[config.mk]
export PLATFORM = sky130hd
export DESIGN_NAME = sadc_capture
export DESIGN_NICKNAME = d
export VERILOG_FILES = /design/src/rtl/sadc_pkg.sv /design/src/rtl/sadc_rate.sv /design/src/rtl/sadc_sclk.sv /design/src/rtl/sadc_frame.sv /design/src/rtl/sadc_capture.sv
export SDC_FILE = /design/constraint.sdc
export NUM_CORES = 1
export LEC_CHECK = 0
export BUFFER_PORTS_ARGS = -buffer_cell sky130_fd_sc_hd__buf_2
export CORE_AREA = 10 10 164 105
export DETAILED_ROUTE_END_ITERATION = 10
export DIE_AREA = 0 0 174 115
export PLACE_DENSITY = 0.56
export SETUP_SLACK_MARGIN = 0.05
export SLEW_MARGIN = 20
export SYNTH_ARGS = -nofsm -noshare
export SYNTH_HDL_FRONTEND = slang
export SYNTH_SLANG_ARGS = --single-unit
[constraint.sdc]
create_clock -name clk -period 3.6 [get_ports clk]
set_clock_uncertainty 0.1 [all_clocks]
set_input_delay 0.36 -clock clk [delete_from_list [all_inputs] [get_ports clk]]
set_output_delay 0.36 -clock clk [all_outputs]
set_load 0.02 [all_outputs]
[src/rtl/sadc_pkg.sv]
package sadc_pkg;

    // falling edges before the converter drives its marker bit
    localparam int unsigned DEAD_FALLS = 5;

    typedef enum logic [0:0] {
        ST_IDLE = 1'b0,
        ST_XFER = 1'b1
    } frame_state_e;

    // one-cycle events from the serial clock generator
    typedef struct packed {
        logic fall;
        logic rise;
    } sclk_evt_t;

    function automatic int unsigned total_falls(input int unsigned width);
        return DEAD_FALLS + width;
    endfunction

endpackage

[src/rtl/sadc_rate.sv]
module sadc_rate #(
    parameter int unsigned CNT_W = 32
) (
    input  logic             clk,
    input  logic             rst,
    input  logic             en,
    input  logic [CNT_W-1:0] period_m1,
    output logic             trig
);
    logic [CNT_W-1:0] cnt_q;
    logic             wrap;

    assign wrap = (cnt_q == period_m1);
    assign trig = en && wrap && !rst;

    always_ff @(posedge clk) begin
        if (rst || !en) begin
            cnt_q <= '0;
        end else if (wrap) begin
            cnt_q <= '0;
        end else begin
            cnt_q <= cnt_q + 1'b1;
        end
    end
endmodule

[src/rtl/sadc_sclk.sv]
module sadc_sclk
    import sadc_pkg::*;
#(
    parameter int unsigned DIV_W = 16
) (
    input  logic             clk,
    input  logic             rst,
    input  logic             run,
    input  logic [DIV_W-1:0] half_m1,
    output logic             sclk,
    output sclk_evt_t        evt
);
    logic [DIV_W-1:0] hcnt_q;
    logic             sclk_q;
    logic             toggle;

    assign toggle   = run && (hcnt_q == half_m1);
    assign evt.fall = toggle && sclk_q;
    assign evt.rise = toggle && !sclk_q;
    assign sclk     = sclk_q;

    always_ff @(posedge clk) begin
        if (rst || !run) begin
            hcnt_q <= '0;
            sclk_q <= 1'b1;
        end else if (toggle) begin
            hcnt_q <= '0;
            sclk_q <= !sclk_q;
        end else begin
            hcnt_q <= hcnt_q + 1'b1;
        end
    end
endmodule

[src/rtl/sadc_frame.sv]
module sadc_frame
    import sadc_pkg::*;
#(
    parameter int unsigned DATA_W = 16
) (
    input  logic              clk,
    input  logic              rst,
    input  logic              trig,
    input  sclk_evt_t         evt,
    input  logic              sdo,
    output logic              busy,
    output logic [DATA_W-1:0] data,
    output logic              valid,
    output logic              merr,
    output logic              overrun
);
    localparam int unsigned LAST_FALL = total_falls(DATA_W);
    localparam int unsigned FC_W      = $clog2(LAST_FALL + 1);
    localparam logic [FC_W-1:0] MARK_IDX = FC_W'(DEAD_FALLS);
    localparam logic [FC_W-1:0] END_IDX  = FC_W'(LAST_FALL);

    frame_state_e      state_q;
    logic [FC_W-1:0]   falls_q;
    logic [DATA_W-1:0] shreg_q;
    logic              mark_q;
    logic [DATA_W-1:0] next_word;

    assign busy      = (state_q == ST_XFER);
    assign next_word = {shreg_q[DATA_W-2:0], sdo};

    always_ff @(posedge clk) begin
        if (rst) begin
            state_q <= ST_IDLE;
            falls_q <= '0;
            shreg_q <= '0;
            mark_q  <= 1'b0;
            data    <= '0;
            valid   <= 1'b0;
            merr    <= 1'b0;
            overrun <= 1'b0;
        end else begin
            valid   <= 1'b0;
            overrun <= trig && busy;
            case (state_q)
                ST_IDLE: begin
                    if (trig) begin
                        state_q <= ST_XFER;
                        falls_q <= '0;
                    end
                end
                ST_XFER: begin
                    if (evt.fall) begin
                        falls_q <= falls_q + 1'b1;
                    end
                    if (evt.rise) begin
                        if (falls_q == MARK_IDX) begin
                            mark_q <= sdo;
                        end
                        if (falls_q > MARK_IDX) begin
                            shreg_q <= next_word;
                        end
                        if (falls_q == END_IDX) begin
                            data    <= next_word;
                            merr    <= mark_q;
                            valid   <= 1'b1;
                            state_q <= ST_IDLE;
                        end
                    end
                end
                default: state_q <= ST_IDLE;
            endcase
        end
    end
endmodule

[src/rtl/sadc_capture.sv]
module sadc_capture
    import sadc_pkg::*;
#(
    parameter int unsigned DATA_W = 16,
    parameter int unsigned CNT_W  = 32,
    parameter int unsigned DIV_W  = 16
) (
    input  logic              clk,
    input  logic              rst,
    input  logic              enable,
    input  logic [CNT_W-1:0]  frame_div,
    input  logic [DIV_W-1:0]  sclk_div,
    input  logic              adc_sdo,
    output logic              adc_csn_n,
    output logic              adc_sclk,
    output logic [DATA_W-1:0] sample_data,
    output logic              sample_valid,
    output logic              marker_err,
    output logic              overrun
);
    logic      trig;
    logic      busy;
    sclk_evt_t evt;

    sadc_rate #(.CNT_W(CNT_W)) u_rate (
        .clk       (clk),
        .rst       (rst),
        .en        (enable),
        .period_m1 (frame_div),
        .trig      (trig)
    );

    sadc_sclk #(.DIV_W(DIV_W)) u_sclk (
        .clk     (clk),
        .rst     (rst),
        .run     (busy),
        .half_m1 (sclk_div),
        .sclk    (adc_sclk),
        .evt     (evt)
    );

    sadc_frame #(.DATA_W(DATA_W)) u_frame (
        .clk     (clk),
        .rst     (rst),
        .trig    (trig),
        .evt     (evt),
        .sdo     (adc_sdo),
        .busy    (busy),
        .data    (sample_data),
        .valid   (sample_valid),
        .merr    (marker_err),
        .overrun (overrun)
    );

    assign adc_csn_n = !busy;
endmodule

==> summary.txt <==
Placed design
  • IO buf count: 72
  • Gpl congestion: 0.823
  • Post-DP HPWL: 7.86 mm

Logic synthesis
  • Syn. warnings: 0
  • Synth cell types: 41
  • Post-synthesis adder-cell area fraction: 1.20%
  • Simple-gate area share of the yosys netlist: 22.8%
  • FFs w/ async S/R, synth: 0%
  • Synth Flop Type: dfxtp_1
  • Synthesized cell area: 4180 µm²
  • XOR/XNOR Fraction of Synth Area: 19.0%
  • Avg Cell Area, Syn: 9.17 µm²
  • Mux cell area share after synthesis: 8.14%
  • Compound-Gate Fraction of Synth Area: 3.14%
  • Number of synthesized register bits: 90
  • Post-Syn Instances: 456
  • Post-synth net total: 512
  • Largest family of logic cells by synthesized area: simple AND/OR/NAND/NOR gates
  • Sequential-to-total area share from yosys stat: 43.1%
  • EDFF count, synth: 0

Power
  • Clock share of power: 46.4%
  • VDD IR-drop max: 0.000187 V
  • Part of the power in registers: 49.5%
  • Final Power: 2.02 mW
  • Leak: 1.77 nW
  • Sw Pwr: 0.489 mW
  • Sw Ratio: 24.3%
  • P_int: 1.53 mW
  • Comb pwr share: 4.2%
  • Power per cell area: 399 nW/µm²

Layout
  • Final net count: 584
  • Area of the multi-input gates: 2270 µm²
  • Storage element area: 1800 µm²
  • Syn-to-layout area delta: 20.8%
  • Fillers: 1500
  • Share of layout cells above drive strength 1: 18.8%
  • Antenna diodes: 0

Clock network
  • Clock buffer depth: 2
  • TritonCTS Buffers: 9
  • Clk pin slew, worst setup/hold paths: 70 ps
  • Post-CTS Setup Inserts: 0
  • Root buffer cell: clkbuf_16
  • Worst-Skew Late Latency: 340 ps
  • # clock sinks: 90
  • Post_cts resized: 0
  • H-tree Lvls: 3
  • CTS tree: yes
  • CTS Hold Bufs: 0

STA
  • Unrepaired setup endpoints after global routing: false
  • Hold Vio Cnt, Final: 0
  • Setup TNS: 0 ps
  • FMAX: 390 MHz
  • Final setup viols: 0
  • Slew at the pin closest to its max-slew limit: 930 ps
  • Slew headroom: 37.4%
  • Post-layout minimum cycle time: 2570 ps
  • Slew Limit Fails: 0
  • Final cycle utilization of the critical path: 71.3%

Drt
  • WL final: 10.3 mm
  • Via count: 3279
  • DR pass1 iterations: 4
  • DRC errors left: 0
  • First-iteration detailed-routing DRC count: 221
  • Wire per inst: 14.0 µm
  • Vias/cell: 4.49
  • ANT nets after route: 0

Critical path
  • Crit path DAT: 2670 ps
  • Slowest cell delay on critical path: 860 ps
  • CP endpoint kind: flip-flop
  • Critical path fanouts, max: 7
  • Top delay family on crit path: simple AND/OR/NAND/NOR gates
  • Worst path bufs/invs: 0
  • Setup crit start kind: flip-flop
  • CP Class: reg -> reg
  • Slowest CP cell: nor4_1
  • Worst endpoint required time: 3710 ps
  • Worst-path cell chain: nand4_1 -> nor4_1 -> and2_1 -> nand4_1 -> xor2_1 -> nor2_1
  • Crit path top cell by count: nand4_1

Die
  • Initial core utilization: 29.4%
  • Die width: 174 µm
  • Num rows: 34
  • Die area: 20000 µm²
  • Num ports: 73
  • Core area: 14200 µm²
  • Die height: 115 µm

Hold path
  • Tightest Hold Check Type: in -> reg

Job
  • Max_cap viols: 0

Global route
  • First-pass GRT wire length: 16.5 mm
  • Vias in the first global route: 3189
  • GR Util All Layers: 10.1%
  • Largest net degree at the start of global routing: 50
  • GRT Residual Overflow: 0
  • Initial antenna violation count: 0

Outcome
  • Status: finished, final reports clean
cells in the mapped netlist, types with 3 or more instances:
cell type | number | area share, %
nor4b_1 | 3 | 0.63
and4_1 | 5 | 1.0
ha_1 | 4 | 1.2
mux2i_1 | 34 | 8.1
nand3_1 | 23 | 2.8
nor4_1 | 5 | 0.75
xnor2_1 | 54 | 11
clkbuf_1 | 12 | 1.1
and3_1 | 8 | 1.2
nand2_1 | 21 | 1.9
nor3_1 | 8 | 0.96
nand3b_1 | 5 | 0.90
inv_1 | 9 | 0.81
dfxtp_1 | 90 | 43
nand4_1 | 18 | 2.7
xor2_1 | 35 | 7.3
nor2_1 | 93 | 8.3
o21ai_0 | 3 | 0.36
per-layer routing:
| layer | share of wire (%) | GRT usage [%] | wire [µm] | vias up |
|---|---|---|---|---|
| li1 | - | - | - | 1691 |
| met4 | 0.43 | 2.44 | 44 | 0 |
| met1 | 53 | 14.4 | 5400 | 1522 |
| met3 | 4.7 | 3.27 | 481 | 6 |
| met2 | 42 | 14.4 | 4330 | 60 |
| met5 | 0 | 0 | 0 | - |
worst min-delay path, cell delays in order:
cell     delay [ps]
buf_2           110
mux2i_1          70
nor2_1           70
power groups by stage:
| stage | Combinational (mW) | Sequential, mW | Clock, mW |
|---|---|---|---|
| floorplan | 0.0416 | 1.02 | 0 |
| global placement | 0.0833 | 1.02 | 0 |
| detailed placement | 0.0849 | 1.02 | 0 |
| CTS | 0.0853 | 0.997 | 0.973 |
| global route | 0.0925 | 0.997 | 1.01 |
| finish | 0.0843 | 0.998 | 0.935 |
sequential cells by signal, summed over array words and instances (netlist names):
name             cells
u_frame.valid        1
u_sclk.hcnt_q       16
u_frame.data        16
u_sclk.sclk          1
u_rate.cnt_q        32
u_frame.shreg_q     15
u_frame.falls_q      5
u_frame.overrun      1
u_frame.merr         1
u_frame.busy         1
u_frame.mark_q       1
final cells by class:
cell class	count	share of cell area [%]
clock buffer	9	4.46
clock inverter	7	1.36
inverter	10	0.743
multi-input combinational	340	45.0
sequential	90	35.7
tap	198	4.90
timing repair buffer	77	7.87
worst paths after layout:
kind / startpoint / end / slack, ps / cells past startpoint
max: u_rate.cnt_q[8] / u_rate.cnt_q[26] / 1030 / 6
min: adc_sdo / u_frame.shreg_q[0] / 210 / 3
max reg2reg: u_rate.cnt_q[8] / u_rate.cnt_q[26] / 1030 / 6
min reg2reg: u_sclk.hcnt_q[0] / u_sclk.hcnt_q[0] / 380 / 1
cells by family (layout without fill, tap and decap cells):
family | after synthesis | in the layout
buffers and inverters | 26 | 103
adders and majority gates | 4 | 4
AOI/OAI and AO/OA | 14 | 14
DFF | 90 | 90
xor gates and xnor gates | 90 | 90
and+or+nand+nor | 198 | 198
muxes | 34 | 34
per-stage QoR:
step | util (%) | hold slack (ps) | setup WS, ps | instances | cell area [µm²]
5_1_grt | 35.6 | 222 | 762 | 731 | 5050
2_1_floorplan | - | 335 | 1280 | 456 | 4180
3_3_place_gp | 33.5 | 361 | 1010 | 715 | 4760
4_1_cts | 35.6 | 197 | 1060 | 731 | 5050
3_5_place_dp | 33.5 | 371 | 995 | 715 | 4760
6_report | 35.6 | 207 | 1030 | 731 | 5050
placed cells by master, fill, tap and decap left out, types with 2 or more instances in the layout:
cell type  Yosys  layout
mux2i_1       34      34
nand2b_1       2       2
clkbuf_16      0       9
nand2_1       21      21
ha_1           4       4
nand4_1       18      18
xor2_1        35      35
inv_1          9       9
nand3b_1       5       5
and4_1         5       5
xnor2_1       54      54
o21ai_0        3       3
nand3_1       23      23
clkinv_4       0       3
or3_1          2       2
nor4_1         5       5
dfxtp_1       90      90
nor3_1         8       7
nor2_1        93      93
nor4b_1        3       3
inv_8          0       3
buf_2          2      72
buf_4          1       5
and3_1         8       8
No activity file was read; power rests on OpenSTA's default activity.
